[src/rtl/ofs_pkg.sv]
package ofs_pkg;
   typedef enum logic [1:0] {
      M_PRESET_LO = 2'b00,
      M_PRESET_HI = 2'b01,
      M_PARALLEL  = 2'b10,
      M_SERIAL    = 2'b11
   } ofs_mode_e;
endpackage

[src/rtl/ofs_mode_latch.sv]
// Tracks the mode pins during reset; the value of the final reset cycle is kept.
module ofs_mode_latch
   import ofs_pkg::*;
(
   input  logic      clk,
   input  logic      rst_n,
   input  logic      pin_hi,
   input  logic      pin_lo,
   output ofs_mode_e mode
);
   always_ff @(posedge clk) begin
      if (!rst_n) mode <= ofs_mode_e'({pin_hi, pin_lo});
   end
endmodule

[src/rtl/ofs_preset_unit.sv]
// Loads one of two constant offsets on the first clock after reset.
module ofs_preset_unit #(
   parameter int AW = 10,
   parameter int LO = 8,
   parameter int HI = 64
) (
   input  logic          clk,
   input  logic          rst_n,
   input  logic          active,
   input  logic          pick_hi,
   output logic [AW-1:0] val,
   output logic          done
);
   localparam logic [AW-1:0] LO_V = AW'(LO);
   localparam logic [AW-1:0] HI_V = AW'(HI);

   always_ff @(posedge clk) begin
      if (!rst_n) begin
         val  <= '0;
         done <= 1'b0;
      end else if (active && !done) begin
         val  <= pick_hi ? HI_V : LO_V;
         done <= 1'b1;
      end
   end
endmodule

[src/rtl/ofs_parallel_loader.sv]
// Captures Y from the first write word and X from the second.
module ofs_parallel_loader #(
   parameter int AW     = 10,
   parameter int DATA_W = 36
) (
   input  logic              clk,
   input  logic              rst_n,
   input  logic              active,
   input  logic              wr_en,
   input  logic [DATA_W-1:0] wr_data,
   output logic [AW-1:0]     y_val,
   output logic [AW-1:0]     x_val,
   output logic              done
);
   logic have_y;

   always_ff @(posedge clk) begin
      if (!rst_n) begin
         y_val  <= '0;
         x_val  <= '0;
         have_y <= 1'b0;
         done   <= 1'b0;
      end else if (active && wr_en && !done) begin
         if (!have_y) begin
            y_val  <= wr_data[AW-1:0];
            have_y <= 1'b1;
         end else begin
            x_val <= wr_data[AW-1:0];
            done  <= 1'b1;
         end
      end
   end
endmodule

[src/rtl/ofs_serial_loader.sv]
// Shifts a combined Y-then-X stream, MSB first, under an active-low enable.
module ofs_serial_loader #(
   parameter int AW = 10
) (
   input  logic          clk,
   input  logic          rst_n,
   input  logic          active,
   input  logic          sen_n,
   input  logic          sdat,
   output logic [AW-1:0] y_val,
   output logic [AW-1:0] x_val,
   output logic          done
);
   localparam int NBITS = 2 * AW;
   localparam int CW    = $clog2(NBITS + 1);
   localparam logic [CW-1:0] LAST = CW'(NBITS - 1);

   logic [NBITS-1:0] shreg;
   logic [CW-1:0]    cnt;

   always_ff @(posedge clk) begin
      if (!rst_n) begin
         shreg <= '0;
         cnt   <= '0;
         done  <= 1'b0;
      end else if (active && !sen_n && !done) begin
         shreg <= {shreg[NBITS-2:0], sdat};
         cnt   <= cnt + 1'b1;
         if (cnt == LAST) done <= 1'b1;
      end
   end

   assign y_val = shreg[NBITS-1:AW];
   assign x_val = shreg[AW-1:0];
endmodule

[src/rtl/offset_prog_ctrl.sv]
module offset_prog_ctrl
   import ofs_pkg::*;
#(
   parameter int DEPTH     = 1024,
   parameter int DATA_W    = 36,
   parameter int PRESET_LO = 8,
   parameter int PRESET_HI = 64,
   localparam int AW       = $clog2(DEPTH)
) (
   input  logic              clk,
   input  logic              rst_n,
   input  logic              cfg_sel_n,
   input  logic              cfg_dat,
   input  logic              wr_en,
   input  logic [DATA_W-1:0] wr_data,
   output logic [AW-1:0]     x_ofs,
   output logic [AW-1:0]     y_ofs,
   output logic              prog_done,
   output logic              fifo_wr_en
);
   initial begin
      assert (DEPTH >= 4 && (DEPTH & (DEPTH - 1)) == 0)
         else $error("DEPTH must be a power of two of at least 4");
      assert (DATA_W >= AW) else $error("DATA_W narrower than offset width");
      assert (PRESET_LO < DEPTH && PRESET_HI < DEPTH)
         else $error("preset offsets must fit below DEPTH");
   end

   ofs_mode_e mode_q;

   logic [AW-1:0] pre_val;
   logic          pre_done;
   logic [AW-1:0] par_y, par_x;
   logic          par_done;
   logic [AW-1:0] ser_y, ser_x;
   logic          ser_done;

   ofs_mode_latch u_mode (
      .clk(clk), .rst_n(rst_n), .pin_hi(cfg_sel_n), .pin_lo(cfg_dat), .mode(mode_q)
   );

   ofs_preset_unit #(.AW(AW), .LO(PRESET_LO), .HI(PRESET_HI)) u_pre (
      .clk(clk), .rst_n(rst_n),
      .active(mode_q == M_PRESET_LO || mode_q == M_PRESET_HI),
      .pick_hi(mode_q == M_PRESET_HI),
      .val(pre_val), .done(pre_done)
   );

   ofs_parallel_loader #(.AW(AW), .DATA_W(DATA_W)) u_par (
      .clk(clk), .rst_n(rst_n), .active(mode_q == M_PARALLEL),
      .wr_en(wr_en), .wr_data(wr_data),
      .y_val(par_y), .x_val(par_x), .done(par_done)
   );

   ofs_serial_loader #(.AW(AW)) u_ser (
      .clk(clk), .rst_n(rst_n), .active(mode_q == M_SERIAL),
      .sen_n(cfg_sel_n), .sdat(cfg_dat),
      .y_val(ser_y), .x_val(ser_x), .done(ser_done)
   );

   always_comb begin
      case (mode_q)
         M_PARALLEL: begin
            x_ofs = par_x; y_ofs = par_y; prog_done = par_done;
         end
         M_SERIAL: begin
            x_ofs = ser_x; y_ofs = ser_y; prog_done = ser_done;
         end
         default: begin
            x_ofs = pre_val; y_ofs = pre_val; prog_done = pre_done;
         end
      endcase
   end

   assign fifo_wr_en = wr_en & prog_done;
endmodule

[config.mk]
export PLATFORM = sky130hd
export DESIGN_NAME = offset_prog_ctrl
export DESIGN_NICKNAME = d
export VERILOG_FILES = /design/src/rtl/ofs_pkg.sv /design/src/rtl/ofs_mode_latch.sv /design/src/rtl/ofs_preset_unit.sv /design/src/rtl/ofs_parallel_loader.sv /design/src/rtl/ofs_serial_loader.sv /design/src/rtl/offset_prog_ctrl.sv
export SDC_FILE = /design/constraint.sdc
export NUM_CORES = 1
export LEC_CHECK = 0
export ABC_AREA = 1
export BUFFER_PORTS_ARGS = -buffer_cell sky130_fd_sc_hd__buf_2
export CAP_MARGIN = 25
export CELL_PAD_IN_SITES_DETAIL_PLACEMENT = 0
export CELL_PAD_IN_SITES_GLOBAL_PLACEMENT = 1
export CORE_MARGIN = 3
export CORE_UTILIZATION = 39
export DETAILED_ROUTE_END_ITERATION = 8
export GPL_ROUTABILITY_DRIVEN = 1
export PLACE_DENSITY_LB_ADDON = 0.08
export SLEW_MARGIN = 10
export SYNTH_ARGS = -nofsm -noshare
export SYNTH_HDL_FRONTEND = slang
export SYNTH_SLANG_ARGS = --single-unit
[constraint.sdc]
create_clock -name clk -period 2.55 [get_ports clk]
set_clock_uncertainty 0.2 [all_clocks]
set_input_delay 0.1275 -clock clk [delete_from_list [all_inputs] [get_ports clk]]
set_output_delay 0.1275 -clock clk [all_outputs]
set_load 0.03 [all_outputs]
==> run metrics, run 1 <==
GR Util All Layers=17.2%; final worst-path cycle share=between 70% and 80%; setup TNS=0 ns; num ports=63; number of synthesized register bits=53; Num CTS Buffers=5; Least-Margin Pin Slew=0.639 ns; worst stage delay on the critical path=0.45 ns; drt drc=0; diode count=0; number of vias per cell=4.51; HPWL Detailed=4.08 mm; Mapped Nets=412; Critical Path, Cell by Cell=nand2_2, inv_2, nand2_1, o211ai_1, buf_2; fmax=about 500 MHz; Synth Instances=370; status=complete, no violations; worst setup slack after layout=0.557 ns; dominant cells by area after synthesis=dfxtp_1 42%, nor2_1 12%, nand2_1 11%; layout cells sized above 1=12.9%; layer with the highest usage=met2; clock slew at reported path FFs=approximately 0.09 ns; post-synthesis sequential area ratio=44.1%; worst-path fanout max=21; number of global-route vias before repair=2012; DRT iter0 DRCs=140; Initial Util=roughly 41%; Final nets=451; worst hold path startpoint=rst_n; max-slew violations=0; Die Ht=85.3 µm; clk sinks=53; TritonCTS clock tree=yes; total gr overflow=0; Static Leak=roughly 1.4 nW; worst path arrival time=1.67 ns; post-layout instance area=2880 µm²; Slowest-stage cell, CP=edfxtp_1; Clk pwr share=33.8%; initial antenna violation count=0; final setup vio count=0; Die ar.=7270 µm²; sequential share of power=51.7%; synthesized area per cell=6.62 µm²; count of cell types in the netlist=24; htree depth=2; post-synth top area share=41.7%; Final Hold Fails=0; worst-skew pair later-pin latency=0.30 ns; Worst Setup End Kind=output pin; Crit. Startpoint=u_mode.mode[1]; routed len/inst=12.0 µm; Vias=~2200; core area=5990 µm²; post-cts sizing count=0; max-slew headroom at the worst pin=57.3%; internal power=about 0.0013 W; clk root buf=clkbuf_8; cell taking the most area after synthesis=dfxtp_1; nature of the critical path startpoint=register; Comb power frac=between 10% and 20%; critical path type=reg2out; first-pass GRT wire length=about 9.9 mm; GR Util met3=between 2 and 3%; largest net degree at the start of global routing=28; Sw Ratio=between 20% and 30%; Site Rows=28; pwr/cell area=607 nW/µm²; Routed WL=5.84 mm; RSZ-0062 raised after global routing=false; worst hold slack=just under 0.03 ns; Post-DRT Antenna Nets=0; Die W=85.3 µm; GR Util met2=between 20% and 30%; worst r2r src=u_mode.mode[1]; Final min period=1.99 ns; Max clock buf depth=2; Req. time, crit path=2.22 ns; DP Worst Slack=between 0.7 and 0.8 ns; worst min path class=in2reg; worst IR drop on VDD=0.229 mV; GR met1 Demand/Resource=a little under a quarter; RD Place Congestion=about 0.75; Mapped Area=2450 µm²; PortBufs=36; area delta synth->final=17.4%; Max-cap violations=0; Syn. warnings=0; cell area after placement=approximately 2600 µm²; Net Sw Power=0.000466 W; total iterations of the first detailed-routing run=4
==> cells by family after synthesis <==
logic type | synth area share, %
xor gates and xnor gates | 0.358
DFF | 44.1
adders and majority gates | 0.511
and+or+nand+nor | 30.6
buffers and inverters | 13.7
AOI/OAI and AO/OA | 10.6
==> cell usage after synthesis, drive strengths merged <==
master  instances
nor2           83
nand2          75
inv            63
dfxtp          51
o21ai          40
nand3          25
buf            10
clkbuf          8
a21oi           6
o211ai          4
edfxtp          2
ha              1
nor3            1
xor2            1
==> layer usage <==
layer  up-vias  share of wire (%)
li1       1192                  -
met1       958                 49
met2        31                 47
met3         7                3.0
met4         0                1.3
met5         -                  0
==> timing repair <==
action / CTS / global route
hold buffers: 12 / 0
buffers inserted: 0 / 0
hold endpoints to repair: 23 / 0
==> layout by cell type, fill, tap and decap left out, types with 2 or more instances in the layout <==
cell           netlist  layout
dlygate4sd3_1        0      12
o21ai_0             37      37
nand3_2              2       2
nand2_2              3       3
nand3_1             23      23
dfxtp_1             51      51
buf_4                3       2
edfxtp_1             2       2
clkbuf_8             0       6
o211ai_1             4       4
nand2_1             72      72
inv_1               62      62
o21ai_1              3       3
buf_2                3      36
a21oi_1              6       6
nor2_1              81      81
==> power by group through the flow <==
stage | Combinational, W | Clock [W] | Sequential [W]
2_1_floorplan | 0.000190 | 0 | 0.000911
3_3_place_gp | 0.000241 | 0 | 0.000920
3_5_place_dp | 0.000242 | 0 | 0.000921
4_1_cts | 0.000256 | 0.000609 | 0.000902
5_1_grt | 0.000289 | 0.000642 | 0.000908
6_report | 0.000253 | 0.000591 | 0.000902
==> final timing paths <==
check,slack [ns],depth (start not counted),end
worst max-delay path,0.56,5,x_ofs[6]
worst min-delay path,0.03,3,u_par.x_val[8]
worst max register to register,0.72,5,u_ser.shreg[17]
worst min register to register,0.28,2,u_pre.val[6]
==> registers in the layout, summed over array words and instances (netlist names) <==
signal        count
u_par.have_y      1
u_ser.done        1
u_ser.shreg      20
u_pre.val         2
u_par.x_val      10
u_par.y_val      10
u_pre.done        1
u_par.done        1
u_mode.mode       2
u_ser.cnt         5
==> critical path, delay by kind of cell (launching register included) <==
kind	cells	cell delay [ns]
buffers and inverters	2	0.53
flip-flops	1	0.45
AND/OR/NAND/NOR	2	0.24
AO/OA/AOI/OAI	1	0.13
==> area by class of cell <==
class | count | area, µm²
Tap cell | 75 | 93.8
Sequential cell | 53 | 1080
Clock inverter | 1 | 30.0
Inverter | 63 | 236
Multi-Input combinational cell | 236 | 1030
Timing Repair Buffer | 50 | 315
Clock buffer | 7 | 86.3
Fill cell | 642 | 3120
==> through the flow <==
stage | utilization [%] | cells | total power [W]
CTS | 48.0 | 485 | 0.00177
floorplan | - | 370 | 0.00110
detailed placement | 44.0 | 465 | 0.00116
global placement | 44.0 | 465 | 0.00116
finish | 48.0 | 485 | 0.00175
global route | 48.0 | 485 | 0.00184
Note: power is estimated with default switching activity, not from simulation.
==> run 2: changes to the inputs <==
Settings changed: CORE_UTILIZATION 39 to 33.
Clock period 2.55 ns to 1.8 ns, I/O delays scaled along.
==> run metrics, run 2 (synthesized netlist as in run 1, its figures left out) <==
total iterations of the first detailed-routing run=4; worst hold slack=approximately 0.11 ns; Inst Count DP=493; PortBufs=36; Least-Margin Pin Slew=0.425 ns; Net Sw Power=a little over 0.0007 W; most frequent cells in the layout=80 x nor2_1, 65 x nand2_1, 61 x inv_1; Req. time, crit path=between 1.5 and 2 ns; final setup vio count=3; Post-DRT Antenna Nets=0; Clk pwr share=31.7%; GR Util All Layers=15.6%; number of vias per cell=4.37; worst min path class=in2reg; Final Hold Fails=0; Finished Layout Cells=523; fmax=546 MHz; max-slew violations=0; core area=6980 µm²; Die ar.=8490 µm²; Max clock buf depth=2; Sw Ratio=27.9%; Comb power frac=18.5%; Vias=2286; clk sinks=53; area delta synth->final=31.8%; nature of the critical path startpoint=register; Die W=slightly above 90 µm; drt drc=0; setup TNS=-0.0576 ns; initial antenna violation count=0; Top Registers=u_ser.shreg x20, u_par.x_val x10, u_par.y_val x10; RD Place Congestion=0.780; Final min period=1.83 ns; worst setup slack after layout=-0.0314 ns; Site Rows=30; clk root buf=clkbuf_8; Final nets=468; DRT iter0 DRCs=90; max FFs per register=20; Die Ht=92.2 µm; layout cells sized above 1=roughly a fifth; worst path arrival time=between 1.5 and 2 ns; status=complete, but fails checks; number of global-route vias before repair=2067; num ports=63; Top reg by flops=u_ser.shreg; internal power=0.00185 W; largest net degree at the start of global routing=46; worst IR drop on VDD=0.254 mV; most common cell after layout, fill and taps aside=nor2_1; diode count=0; max-slew headroom at the worst pin=~70%; RSZ-0062 raised after global routing=true; sequential share of power=49.7%; Worst Setup End Kind=output pin; Static Leak=1.48 nW; htree depth=2; pwr/cell area=796 nW/µm²; fin util=46.2%; critical path type=reg2out; Initial Util=35.1%; first-pass GRT wire length=10.4 mm; TritonCTS clock tree=yes; worst-skew pair later-pin latency=0.31 ns; Routed WL=6.52 mm; Max-cap violations=0; final worst-path cycle share=102%; total gr overflow=0; worst-path fanout max=17; failing checks=negative setup slack; clock slew at reported path FFs=0.10 ns; HPWL Detailed=4.36 mm; Num CTS Buffers=5; routed len/inst=12.5 µm
[run 2: worst paths after layout]
check / cells after the start / slack (ns) / to / start
min reg2reg: 2 / 0.26 / u_pre.val[6] / u_pre.val[6]
max reg2reg: 7 / 0.19 / u_par.y_val[4] / u_mode.mode[1]
max: 4 / -0.03 / y_ofs[6] / u_mode.mode[1]
min: 6 / 0.11 / u_par.have_y / wr_en
[run 2: power by group through the flow]
stage	sequential (W)	clock [W]	combinational, W
floorplan	0.00129	0	0.000269
global placement	0.00130	0	0.000375
detailed placement	0.00130	0	0.000376
CTS	0.00127	0.000836	0.000439
global route	0.00129	0.000872	0.000533
finish	0.00128	0.000815	0.000476
[run 2: routing by layer]
| metal | track usage [%] | share of wire, % | vias to the layer above |
|---|---|---|---|
| met1 | 20.6 | 48 | 1013 |
| met5 | 0 | 0 | - |
| met4 | 4.46 | 1.2 | 0 |
| li1 | - | - | 1233 |
| met2 | 26.2 | 49 | 33 |
| met3 | 2.71 | 2.6 | 7 |
[run 2: what timing repair did]
action / CTS / global route
resized for setup: 31 / 27
buffers inserted: 5 / 1
hold buffers: 13 / 0
pin swaps: 3 / 2
cloned: 0 / 3
hold endpoints to repair: 27 / 0
setup endpoints to repair: 22 / 24
[run 2: layout make-up]
cell class | instances | area, µm²
clock buffer | 6 | 72.6
timing repair buffer | 67 | 592
sequential | 53 | 1080
fill | 764 | 3750
inverter | 63 | 241
multi-input combinational | 236 | 1090
tap | 96 | 120
clock inverter | 2 | 35.0
[run 2: per-stage QoR]
step | area [µm²] | setup WS, ns | total power, W
finish | 3230 | -0.0314 | 0.00257
global route | 3230 | -0.100 | 0.00269
CTS | 3100 | -0.0352 | 0.00255
detailed placement | 2740 | 0.184 | 0.00168
global placement | 2740 | 0.221 | 0.00167
floorplan | 2450 | 0.0676 | 0.00156
[run 2: worst max-delay path: stages, from the launching register on]
cell      delay, ns
edfxtp_1       0.49
nand2_4        0.12
buf_12         0.17
o211ai_1       0.24
buf_4          0.21
==> run 3: changes to the inputs <==
Settings changed: CORE_ASPECT_RATIO from default to 0.8.
==> run metrics, run 3 (synthesized netlist as in run 1, its figures left out) <==
worst-path fanout max=6; DP Worst Slack=0.254 ns; Post-DRT Antenna Nets=0; total iterations of the first detailed-routing run=4; TritonCTS clock tree=yes; final setup vio count=0; most common cell after layout, fill and taps aside=nor2_1; first-pass GRT wire length=10.5 mm; cell area after placement=approximately 2700 µm²; Req. time, crit path=1.51 ns; Top reg by flops=u_ser.shreg; Max clock buf depth=2; routed len/inst=~12 µm; clock slew at reported path FFs=0.09 ns; worst min path class=in2reg; Least-Margin Pin Slew=between 0.3 and 0.4 ns; worst path arrival time=roughly 1.5 ns; Die Ht=83.1 µm; Static Leak=around 1.5 nW; Final nets=around 470; worst setup slack after layout=roughly 0.0074 ns; Die W=102 µm; Top Registers=u_ser.shreg x20, u_par.x_val x10, u_par.y_val x10; htree depth=2; Met2 Wirelength=2.55 mm; initial antenna violation count=0; fmax=558 MHz; layout cells sized above 1=16.9%; Vias=2287; critical path type=reg2out; Critical Path, Cell by Cell=nand2_2, inv_4, clkbuf_16, nand2_1, o21ai_1, buf_4; status=complete, no violations; PortBufs=36; Pwr Total=0.00252 W; post-layout instance area=3130 µm²; Routed WL=6.38 mm; area delta synth->final=27.8%; pwr/cell area=approximately 800 nW/µm²; setup TNS=0 ns; number of global-route vias before repair=2144; nature of the critical path startpoint=register; final worst-path cycle share=~100%; number of vias per cell=4.47; diode count=0; RSZ-0062 raised after global routing=true; clk root buf=clkbuf_8; Die ar.=approximately 8500 µm²; largest net degree at the start of global routing=34; worst-skew pair later-pin latency=0.31 ns; top layer in use=met4; Num CTS Buffers=5; clk sinks=between 50 and 60; max-slew headroom at the worst pin=between 70 and 80%; Site Rows=27; Worst Setup End Kind=output pin; Final min period=1.79 ns; core area=approximately 7000 µm²; Final Hold Fails=0; total gr overflow=0; Max-cap violations=0; Initial Util=34.9%; drt drc=0; worst stage delay on the critical path=0.47 ns; RD Place Congestion=0.757; WL met3=313 µm; HPWL Detailed=approximately 4.6 mm; max FFs per register=20; worst IR drop on VDD=around 0.29 mV; Slowest-stage cell, CP=edfxtp_1; DRT iter0 DRCs=80; GR Util All Layers=15.8%; max-slew violations=0; num ports=63; Met1 Routed Length=3.43 mm; most frequent cells in the layout=81 x nor2_1, 68 x nand2_1, 62 x inv_1
-- run 3: what timing repair did --
action                                  in CTS  in global routing
gates resized for setup                     22                 19
cloned                                       0                  1
setup buffers                                2                  2
endpoints found under the setup margin      20                 22
endpoints found under the hold margin       25                  0
pin swaps                                    1                  1
hold buffers                                13                  0
-- run 3: layout make-up --
type                    instances  area (µm²)
repair buffers                 66         541
clock inverters                 2        35.0
well taps                      87         109
clock buffers                   5        68.8
multi-input cells             236        1060
flip-flops and latches         53        1080
fillers                       789        3900
inverters                      63         239
-- run 3: path summary, 6_finish.rpt --
| path | start | end | slack, ns | cells past startpoint |
|---|---|---|---|---|
| worst min-delay path | wr_en | u_par.have_y | 0.10 | 6 |
| worst max register to register | u_mode.mode[1] | u_ser.done | 0.18 | 8 |
| worst min register to register | u_pre.val[6] | u_pre.val[6] | 0.27 | 2 |
| worst max-delay path | u_mode.mode[1] | x_ofs[9] | 0.007 | 6 |
-- run 3: per-stage QoR --
stage               util (%)  hold WS [ns]  instances
finish                  44.6         0.101        512
global route            44.6         0.124        512
floorplan                  -       -0.0111        370
CTS                     43.2        0.0929        509
global placement        39.0        0.0955        487
detailed placement      39.0        0.0907        487
-- run 3: worst max-delay path, delay by kind of cell (launching register included) --
family | cells | cell delay [ns]
buffers and inverters | 3 | 0.45
AO/OA/AOI/OAI | 1 | 0.10
AND/OR/NAND/NOR | 2 | 0.16
flip-flops | 1 | 0.47
-- run 3: where the power goes --
| part | switching [W] | internal (W) | total [W] | leakage (nW) |
|---|---|---|---|---|
| clock network | 0.000390 | 0.000405 | 0.000795 | 0.0540 |
| registers | 0.0000356 | 0.00124 | 0.00127 | 0.435 |
| logic | 0.000269 | 0.000179 | 0.000447 | 0.979 |
| total | 0.000694 | 0.00182 | 0.00252 | 1.47 |
-- run 3: layer usage --
| metal | up-vias | GRT usage (%) |
|---|---|---|
| met1 | 1008 | 23.6 |
| met2 | 44 | 22.8 |
| met3 | 8 | 3.11 |
| met5 | - | 0 |
| li1 | 1227 | - |
| met4 | 0 | 4.29 |
